`src/rtl/vram_arb_pkg.sv`:
```
package vram_arb_pkg;

  // Which master drives the RAM port in the current cycle
  typedef enum logic {
    BUS_SCAN = 1'b0,
    BUS_HOST = 1'b1
  } bus_owner_e;

  localparam int unsigned DATA_W_DEF = 8;

endpackage

```
`src/rtl/vram_rst_sync.sv`:
```
module vram_rst_sync #(
  parameter int unsigned STAGES = 2
) (
  input  logic clk,
  input  logic rst_n,
  output logic rst_sync_n
);

  logic [STAGES-1:0] sync_q;
  logic [STAGES-1:0] sync_d;

  always_comb begin
    sync_d = {sync_q[STAGES-2:0], 1'b1};
  end

  always_ff @(posedge clk or negedge rst_n) begin
    if (!rst_n) begin
      sync_q <= '0;
    end else begin
      sync_q <= sync_d;
    end
  end

  assign rst_sync_n = sync_q[STAGES-1];

endmodule

```
`src/rtl/vram_scan_addr.sv`:
```
module vram_scan_addr #(
  parameter int unsigned ADDR_W      = 17,
  parameter int unsigned LINE_W      = 8,
  parameter int unsigned COL_W       = 9,
  parameter int unsigned LINE_PIXELS = 320,
  parameter int unsigned LINES       = 240
) (
  input  logic              clk,
  input  logic              rst_n,
  input  logic [LINE_W-1:0] line_idx,
  input  logic [COL_W-1:0]  col_idx,
  output logic [ADDR_W-1:0] scan_addr
);

  localparam logic [ADDR_W-1:0] PITCH = ADDR_W'(LINE_PIXELS);
  localparam logic [ADDR_W-1:0] LIMIT = ADDR_W'(LINE_PIXELS * LINES);

  logic [ADDR_W-1:0] scan_d;
  logic [ADDR_W-1:0] scan_q;

  always_comb begin
    scan_d = (ADDR_W'(line_idx) * PITCH) + ADDR_W'(col_idx);
  end

  always_ff @(posedge clk or negedge rst_n) begin
    if (!rst_n) begin
      scan_q <= '0;
    end else begin
      scan_q <= scan_d;
    end
  end

  assign scan_addr = scan_q;


  scan_in_range_chk: assert property (@(posedge clk) disable iff (!rst_n)
    (ADDR_W'(line_idx) < ADDR_W'(LINES) && ADDR_W'(col_idx) < PITCH) |=> (scan_q < LIMIT));

endmodule

```
`src/rtl/vram_host_port.sv`:
```
module vram_host_port #(
  parameter int unsigned ADDR_W = 17,
  parameter int unsigned DATA_W = 8
) (
  input  logic                    clk,
  input  logic                    rst_n,
  input  logic                    host_sel_n,
  input  logic                    mcu_win,
  input  logic [ADDR_W-1:0]       host_addr,
  input  logic [DATA_W-1:0]       host_wdata,
  output vram_arb_pkg::bus_owner_e owner,
  output logic [ADDR_W-1:0]       hold_addr,
  output logic [DATA_W-1:0]       hold_data,
  output logic                    wr_pulse,
  output logic                    req_err
);

  import vram_arb_pkg::*;

  logic              req;
  logic              grant_now;
  logic              changed;
  logic              grant_d, grant_q;
  logic              we_d, we_q;
  logic              err_d, err_q;
  logic [ADDR_W-1:0] addr_d, addr_q;
  logic [DATA_W-1:0] data_d, data_q;

  // Next-state logic
  always_comb begin
    req       = ~host_sel_n;
    grant_now = req & mcu_win;
    changed   = (host_addr != addr_q) | (host_wdata != data_q);
    grant_d   = grant_now;
    err_d     = req & ~mcu_win;
    we_d      = grant_now & (~grant_q | changed);
    addr_d    = addr_q;
    data_d    = data_q;
    if (grant_now) begin
      addr_d = host_addr;
      data_d = host_wdata;
    end
  end

  // Registers
  always_ff @(posedge clk or negedge rst_n) begin
    if (!rst_n) begin
      grant_q <= 1'b0;
      we_q    <= 1'b0;
      err_q   <= 1'b0;
      addr_q  <= '0;
      data_q  <= '0;
    end else begin
      grant_q <= grant_d;
      we_q    <= we_d;
      err_q   <= err_d;
      addr_q  <= addr_d;
      data_q  <= data_d;
    end
  end

  assign owner     = grant_q ? BUS_HOST : BUS_SCAN;
  assign hold_addr = addr_q;
  assign hold_data = data_q;
  assign wr_pulse  = we_q;
  assign req_err   = err_q;


  we_only_granted_chk: assert property (@(posedge clk) disable iff (!rst_n)
    we_q |-> grant_q);


  we_on_grant_rise_chk: assert property (@(posedge clk) disable iff (!rst_n)
    $rose(grant_q) |-> we_q);


  err_excludes_grant_chk: assert property (@(posedge clk) disable iff (!rst_n)
    !(err_q && grant_q));


  outside_window_ignored_chk: assert property (@(posedge clk) disable iff (!rst_n)
    (!mcu_win) |=> (!grant_q && !we_q));

endmodule

```
`src/rtl/vram_pixel_reg.sv`:
```
module vram_pixel_reg #(
  parameter int unsigned DATA_W = 8
) (
  input  logic              clk,
  input  logic              rst_n,
  input  logic              pix_strobe,
  input  logic              disp_blank,
  input  logic [DATA_W-1:0] ram_rdata,
  output logic [DATA_W-1:0] pixel_out
);

  logic              strb_q;
  logic              fall;
  logic [DATA_W-1:0] pix_d, pix_q;

  always_comb begin
    fall  = strb_q & ~pix_strobe;
    pix_d = fall ? ram_rdata : pix_q;
  end

  always_ff @(posedge clk or negedge rst_n) begin
    if (!rst_n) begin
      strb_q <= 1'b0;
      pix_q  <= '0;
    end else begin
      strb_q <= pix_strobe;
      pix_q  <= pix_d;
    end
  end

  assign pixel_out = disp_blank ? '0 : pix_q;


  pixel_hold_chk: assert property (@(posedge clk) disable iff (!rst_n)
    !(strb_q && !pix_strobe) |=> $stable(pix_q));


  pixel_load_chk: assert property (@(posedge clk) disable iff (!rst_n)
    (strb_q && !pix_strobe) |=> (pix_q == $past(ram_rdata)));

endmodule

```
`src/rtl/vram_arbiter.sv`:
```
module vram_arbiter #(
  parameter int unsigned ADDR_W      = 17,
  parameter int unsigned DATA_W      = 8,
  parameter int unsigned LINE_W      = 8,
  parameter int unsigned COL_W       = 9,
  parameter int unsigned LINE_PIXELS = 320,
  parameter int unsigned LINES       = 240
) (
  input  logic              clk,
  input  logic              rst_n,
  input  logic [LINE_W-1:0] line_idx,
  input  logic [COL_W-1:0]  col_idx,
  input  logic              pix_strobe,
  input  logic              disp_blank,
  input  logic              mcu_win,
  input  logic              host_sel_n,
  input  logic [ADDR_W-1:0] host_addr,
  input  logic [DATA_W-1:0] host_wdata,
  output logic [ADDR_W-1:0] ram_addr,
  output logic [DATA_W-1:0] ram_wdata,
  output logic              ram_we,
  input  logic [DATA_W-1:0] ram_rdata,
  output logic [DATA_W-1:0] pixel_out,
  output logic              grant,
  output logic              grant_err
);

  import vram_arb_pkg::*;

  logic              rst_sync_n;
  logic [ADDR_W-1:0] scan_addr;
  logic [ADDR_W-1:0] hold_addr;
  logic [DATA_W-1:0] hold_data;
  bus_owner_e        owner;
  logic              wr_pulse;
  logic              req_err;

  vram_rst_sync #(.STAGES(2)) u_rst (
    .clk        (clk),
    .rst_n      (rst_n),
    .rst_sync_n (rst_sync_n)
  );

  vram_scan_addr #(
    .ADDR_W(ADDR_W), .LINE_W(LINE_W), .COL_W(COL_W),
    .LINE_PIXELS(LINE_PIXELS), .LINES(LINES)
  ) u_scan (
    .clk       (clk),
    .rst_n     (rst_sync_n),
    .line_idx  (line_idx),
    .col_idx   (col_idx),
    .scan_addr (scan_addr)
  );

  vram_host_port #(.ADDR_W(ADDR_W), .DATA_W(DATA_W)) u_host (
    .clk        (clk),
    .rst_n      (rst_sync_n),
    .host_sel_n (host_sel_n),
    .mcu_win    (mcu_win),
    .host_addr  (host_addr),
    .host_wdata (host_wdata),
    .owner      (owner),
    .hold_addr  (hold_addr),
    .hold_data  (hold_data),
    .wr_pulse   (wr_pulse),
    .req_err    (req_err)
  );

  vram_pixel_reg #(.DATA_W(DATA_W)) u_pix (
    .clk        (clk),
    .rst_n      (rst_sync_n),
    .pix_strobe (pix_strobe),
    .disp_blank (disp_blank),
    .ram_rdata  (ram_rdata),
    .pixel_out  (pixel_out)
  );

  // Bus mux: scan path is fully disconnected while the host owns the port
  always_comb begin
    if (owner == BUS_HOST) begin
      ram_addr  = hold_addr;
      ram_wdata = hold_data;
    end else begin
      ram_addr  = scan_addr;
      ram_wdata = '0;
    end
  end

  assign ram_we    = wr_pulse;
  assign grant     = (owner == BUS_HOST);
  assign grant_err = req_err;


  scan_no_write_chk: assert property (@(posedge clk) disable iff (!rst_sync_n)
    !grant |-> (ram_wdata == '0 && !ram_we));


  blank_dark_chk: assert property (@(posedge clk) disable iff (!rst_sync_n)
    disp_blank |-> (pixel_out == '0));

endmodule

```
`config.mk`:
```
export PLATFORM = sky130hd
export DESIGN_NAME = vram_arbiter
export DESIGN_NICKNAME = d
export VERILOG_FILES = /design/src/rtl/vram_arb_pkg.sv /design/src/rtl/vram_rst_sync.sv /design/src/rtl/vram_scan_addr.sv /design/src/rtl/vram_host_port.sv /design/src/rtl/vram_pixel_reg.sv /design/src/rtl/vram_arbiter.sv
export SDC_FILE = /design/constraint.sdc
export NUM_CORES = 1
export LEC_CHECK = 0
export BUFFER_PORTS_ARGS = -buffer_cell sky130_fd_sc_hd__buf_2
export CORE_UTILIZATION = 55
export DETAILED_ROUTE_END_ITERATION = 16
export PLACE_DENSITY = 0.91
export SLEW_MARGIN = 20
export SYNTH_ARGS = -nofsm -noshare
export SYNTH_HDL_FRONTEND = slang
export SYNTH_SLANG_ARGS = --single-unit
```
`constraint.sdc`:
```
create_clock -name clk -period 2.6 [get_ports clk]
set_input_delay 0.13 -clock clk [delete_from_list [all_inputs] [get_ports clk]]
set_output_delay 0.13 -clock clk [all_outputs]
set_load 0.01 [all_outputs]
```
==> impl_metrics.yaml <==
detailed_routing:
  dr.pass1.iters: 4
  routedWlPerCell_um: 14.6
  wl_um: 6170
  final_antenna_net_count: 0
  drt_iter0_drc: 93
  num_vias: 2195
  drc: 0
  via_per_inst: 5.20
clock_tree:
  cts_tree: "done"
  clockBufferDepth: 2
  clkLatencyLatePin_ns: 0.30
  htreeDepth: 2
  path_clk_slew_ns: 0.09
  clock-sinks: 56
  cts_root_buf: "clkbuf_8"
  cts_made_buffers: 5
  ctsResizeCount: 0
yosys:
  yosysWarnings: 0
  synthXorXnorAreaFrac: 0.101
  syn_nets: 319
  syn-instance-count: 246
  ys_seq_area_frac: 0.463
  syn_area_per_cell_um2: 12.3
  synth-simple-area-share: 0.105
  synth_mux_area_frac: 0.186
  synth-seq-cells: 56
  synthDistinctLibCells: 35
  synth_top_family_by_area: "multiplexers"
  synth-adder-area-share: 0.0752
  synth_compound_area_frac: 0.0517
  netlist_area_um2: 3030
timing:
  period_needed_ns: 2.25
  clock.fmax_mhz: 445
  period_share: 0.865
  drv_slew: 0
  setup-violations-final: 0
  final_hold_viol_count: 0
  worst_pin_slew_ns: 0.662
  slew-limit-headroom: 0.558
  rsz0062_at_grt: "no"
  skew_ns: 0.00570
  finalSetupTns_ns: 0
pwr:
  max-vdd-ir-drop_v: 0.000290
  pwr_density_cell_nw_per_um2: 571
  p_leak_nw: 1.80
worst_setup_path:
  worstSetupPathType: "input pin to register"
  startpoint_type: "input pin"
  arrival_ns: 2.49
  path_max_fanout: 3
  endpoint_kind: "register"
  cp_data_required_time_ns: 2.84
  worst_r2r_path_depth: 4
grt:
  grt_first_pass_wirelength_um: 10300
  overflow: 0
  groute.usage.overall: 0.229
  grt_pass1_vias: 2242
  grt_start_max_net_pins: 28
  antenna_found_initial: 0
layout:
  layout-drive-gt1-share: 0.455
  layout.nets: 424
  utilization: 0.723
  nFillCells: 342
  area_delta_synth_final_pct: 24.4
  insertedDiodeCount: 0
placed_design:
  portBuffers: 91
  place.gp.congestion: 0.860
  dp_hpwl_um: 4720
min_path:
  hold_depth: 2
  hp-class: "input pin to register"
floorplan:
  dieWidth_um: 76.2
  die-area_um2: 5800
  rows: 26
  initial_core_util: 0.581
  core_area_um2: 5200
  ioPinCount: 92
  die_h_um: 76.2
run_status:
  status: "finished, final reports clean"
flow_run:
  max_cap_viol_count: 0
## path summary, 6_finish.rpt
kind                                            startpoint                          endpoint  slack (ns)
max in group asynchronous        u_rst.sync_q[1]$_DFF_PN0_        u_pix.pix_q[3]$_DFFE_PN0P_        1.79
max reg2reg                u_host.hold_data[7]$_DFFE_PN0P_         u_host.wr_pulse$_DFF_PN0_        1.10
max                                            line_idx[1]    u_scan.scan_addr[16]$_DFF_PN0_        0.35
min                                           ram_rdata[3]        u_pix.pix_q[3]$_DFFE_PN0P_        0.05
min in group asynchronous                            rst_n         u_rst.sync_q[1]$_DFF_PN0_        0.13
min reg2reg                      u_rst.sync_q[1]$_DFF_PN0_  u_host.hold_addr[14]$_DFFE_PN0P_        0.21
## placed cells by master, fill, tap and decap left out, types with 3 or more instances in the layout
master	synthesis	routed
and2_1	10	10
buf_2	2	91
buf_4	0	4
clkbuf_8	0	6
dfrtp_1	56	55
dlygate4sd3_1	0	10
ha_1	15	15
inv_1	6	6
mux2_2	50	50
nand2_1	4	4
nand3_1	5	5
nand4_1	3	3
nor2_1	10	10
nor2b_1	13	12
nor4_1	7	7
o21ai_0	5	5
xnor2_1	7	7
xor2_1	26	26
## cell usage after synthesis
cell       number  area, µm²
a211o_2         1       10.0
a211oi_1        1       7.51
a211oi_2        1       12.5
a21o_1          2       15.0
a21oi_1         2       10.0
a221oi_1        1       8.76
a41o_1          1       10.0
a41oi_1         1       8.76
and2_1         10       62.6
buf_2           2       10.0
clkbuf_1        5       18.8
conb_1          1       3.75
dfrtp_1        56       1400
fa_1            2       40.0
ha_1           15        188
inv_1           6       22.5
mux2_2         50        563
nand2_1         4       15.0
nand2b_1        1       6.26
nand3_1         5       25.0
nand4_1         3       18.8
nor2_1         10       37.5
nor2b_1        13       81.3
nor4_1          7       43.8
nor4_4          1       21.3
o2111ai_2       1       15.0
o21ai_0         5       25.0
o21ba_2         1       10.0
o22ai_1         1       6.26
o311ai_0        1       8.76
o31a_1          1       8.76
or2_2           1       6.26
xnor2_1         7       61.3
xor2_1         26        228
xor2_2          1       16.3
## flip-flops by register name (all words and copies together) (netlist names)
| signal | cells |
|---|---|
| u_host.grant_q | 1 |
| u_host.hold_addr | 17 |
| u_host.hold_data | 8 |
| u_host.req_err | 1 |
| u_host.wr_pulse | 1 |
| u_pix.pix_q | 8 |
| u_pix.strb_q | 1 |
| u_rst.sync_q | 2 |
| u_scan.scan_addr | 17 |
## logic make-up after synthesis
kind of cell / count (synthesis)
other: 1
adder cells (fa/ha/maj): 17
AND/OR/NAND/NOR: 55
multiplexers: 50
AO/OA/AOI/OAI: 20
XOR/XNOR: 34
buffers and inverters: 13
flip-flops: 56
## per-stage QoR
step / area [µm²] / power, mW / setup WS (ns) / hold slack, ns / instances
floorplan: 3030 / 1.48 / 0.413 / -0.166 / 246
global placement: 3570 / 1.66 / 0.175 / -0.0858 / 404
detailed placement: 3570 / 1.69 / 0.0525 / -0.0837 / 404
CTS: 3760 / 2.17 / 0.381 / 0.0424 / 422
global route: 3760 / 2.27 / 0.267 / 0.0445 / 422
finish: 3760 / 2.15 / 0.352 / 0.0517 / 422
## final cells by class
type	count	area, µm²	share of cell area
Timing Repair Buffer	105	586	0.156
Tap cell	70	87.6	0.0233
Sequential cell	56	1400	0.373
Clock buffer	8	90.1	0.0239
Multi-Input combinational cell	177	1580	0.419
Inverter	6	22.5	0.00598
## layer usage
| metal | track usage | up-vias | part of all wire |
|---|---|---|---|
| met3 | 0.0503 | 8 | 0.048 |
| met2 | 0.427 | 66 | 0.53 |
| met1 | 0.253 | 1051 | 0.40 |
| met4 | 0.0885 | 0 | 0.019 |
| met5 | 0 | - | 0 |
| li1 | - | 1070 | - |
## power by group
group	internal [mW]	switching [mW]
clock network	0.218	0.250
logic	0.318	0.289
registers	0.994	0.0825
total	1.53	0.622
## repair_timing
action                    in CTS  in global routing
hold buffers                  10                  0
setup buffers                  0                  0
hold endpoints to repair      10                  0
## worst max-delay path, cell delays in order
cell	delay, ns
buf_2	0.12
ha_1	0.29
ha_1	0.23
fa_1	0.45
a211oi_1	0.36
nor2_1	0.11
o311ai_0	0.54
nand4_1	0.16
nand3_1	0.10
Note: power is estimated with default switching activity, not from simulation.
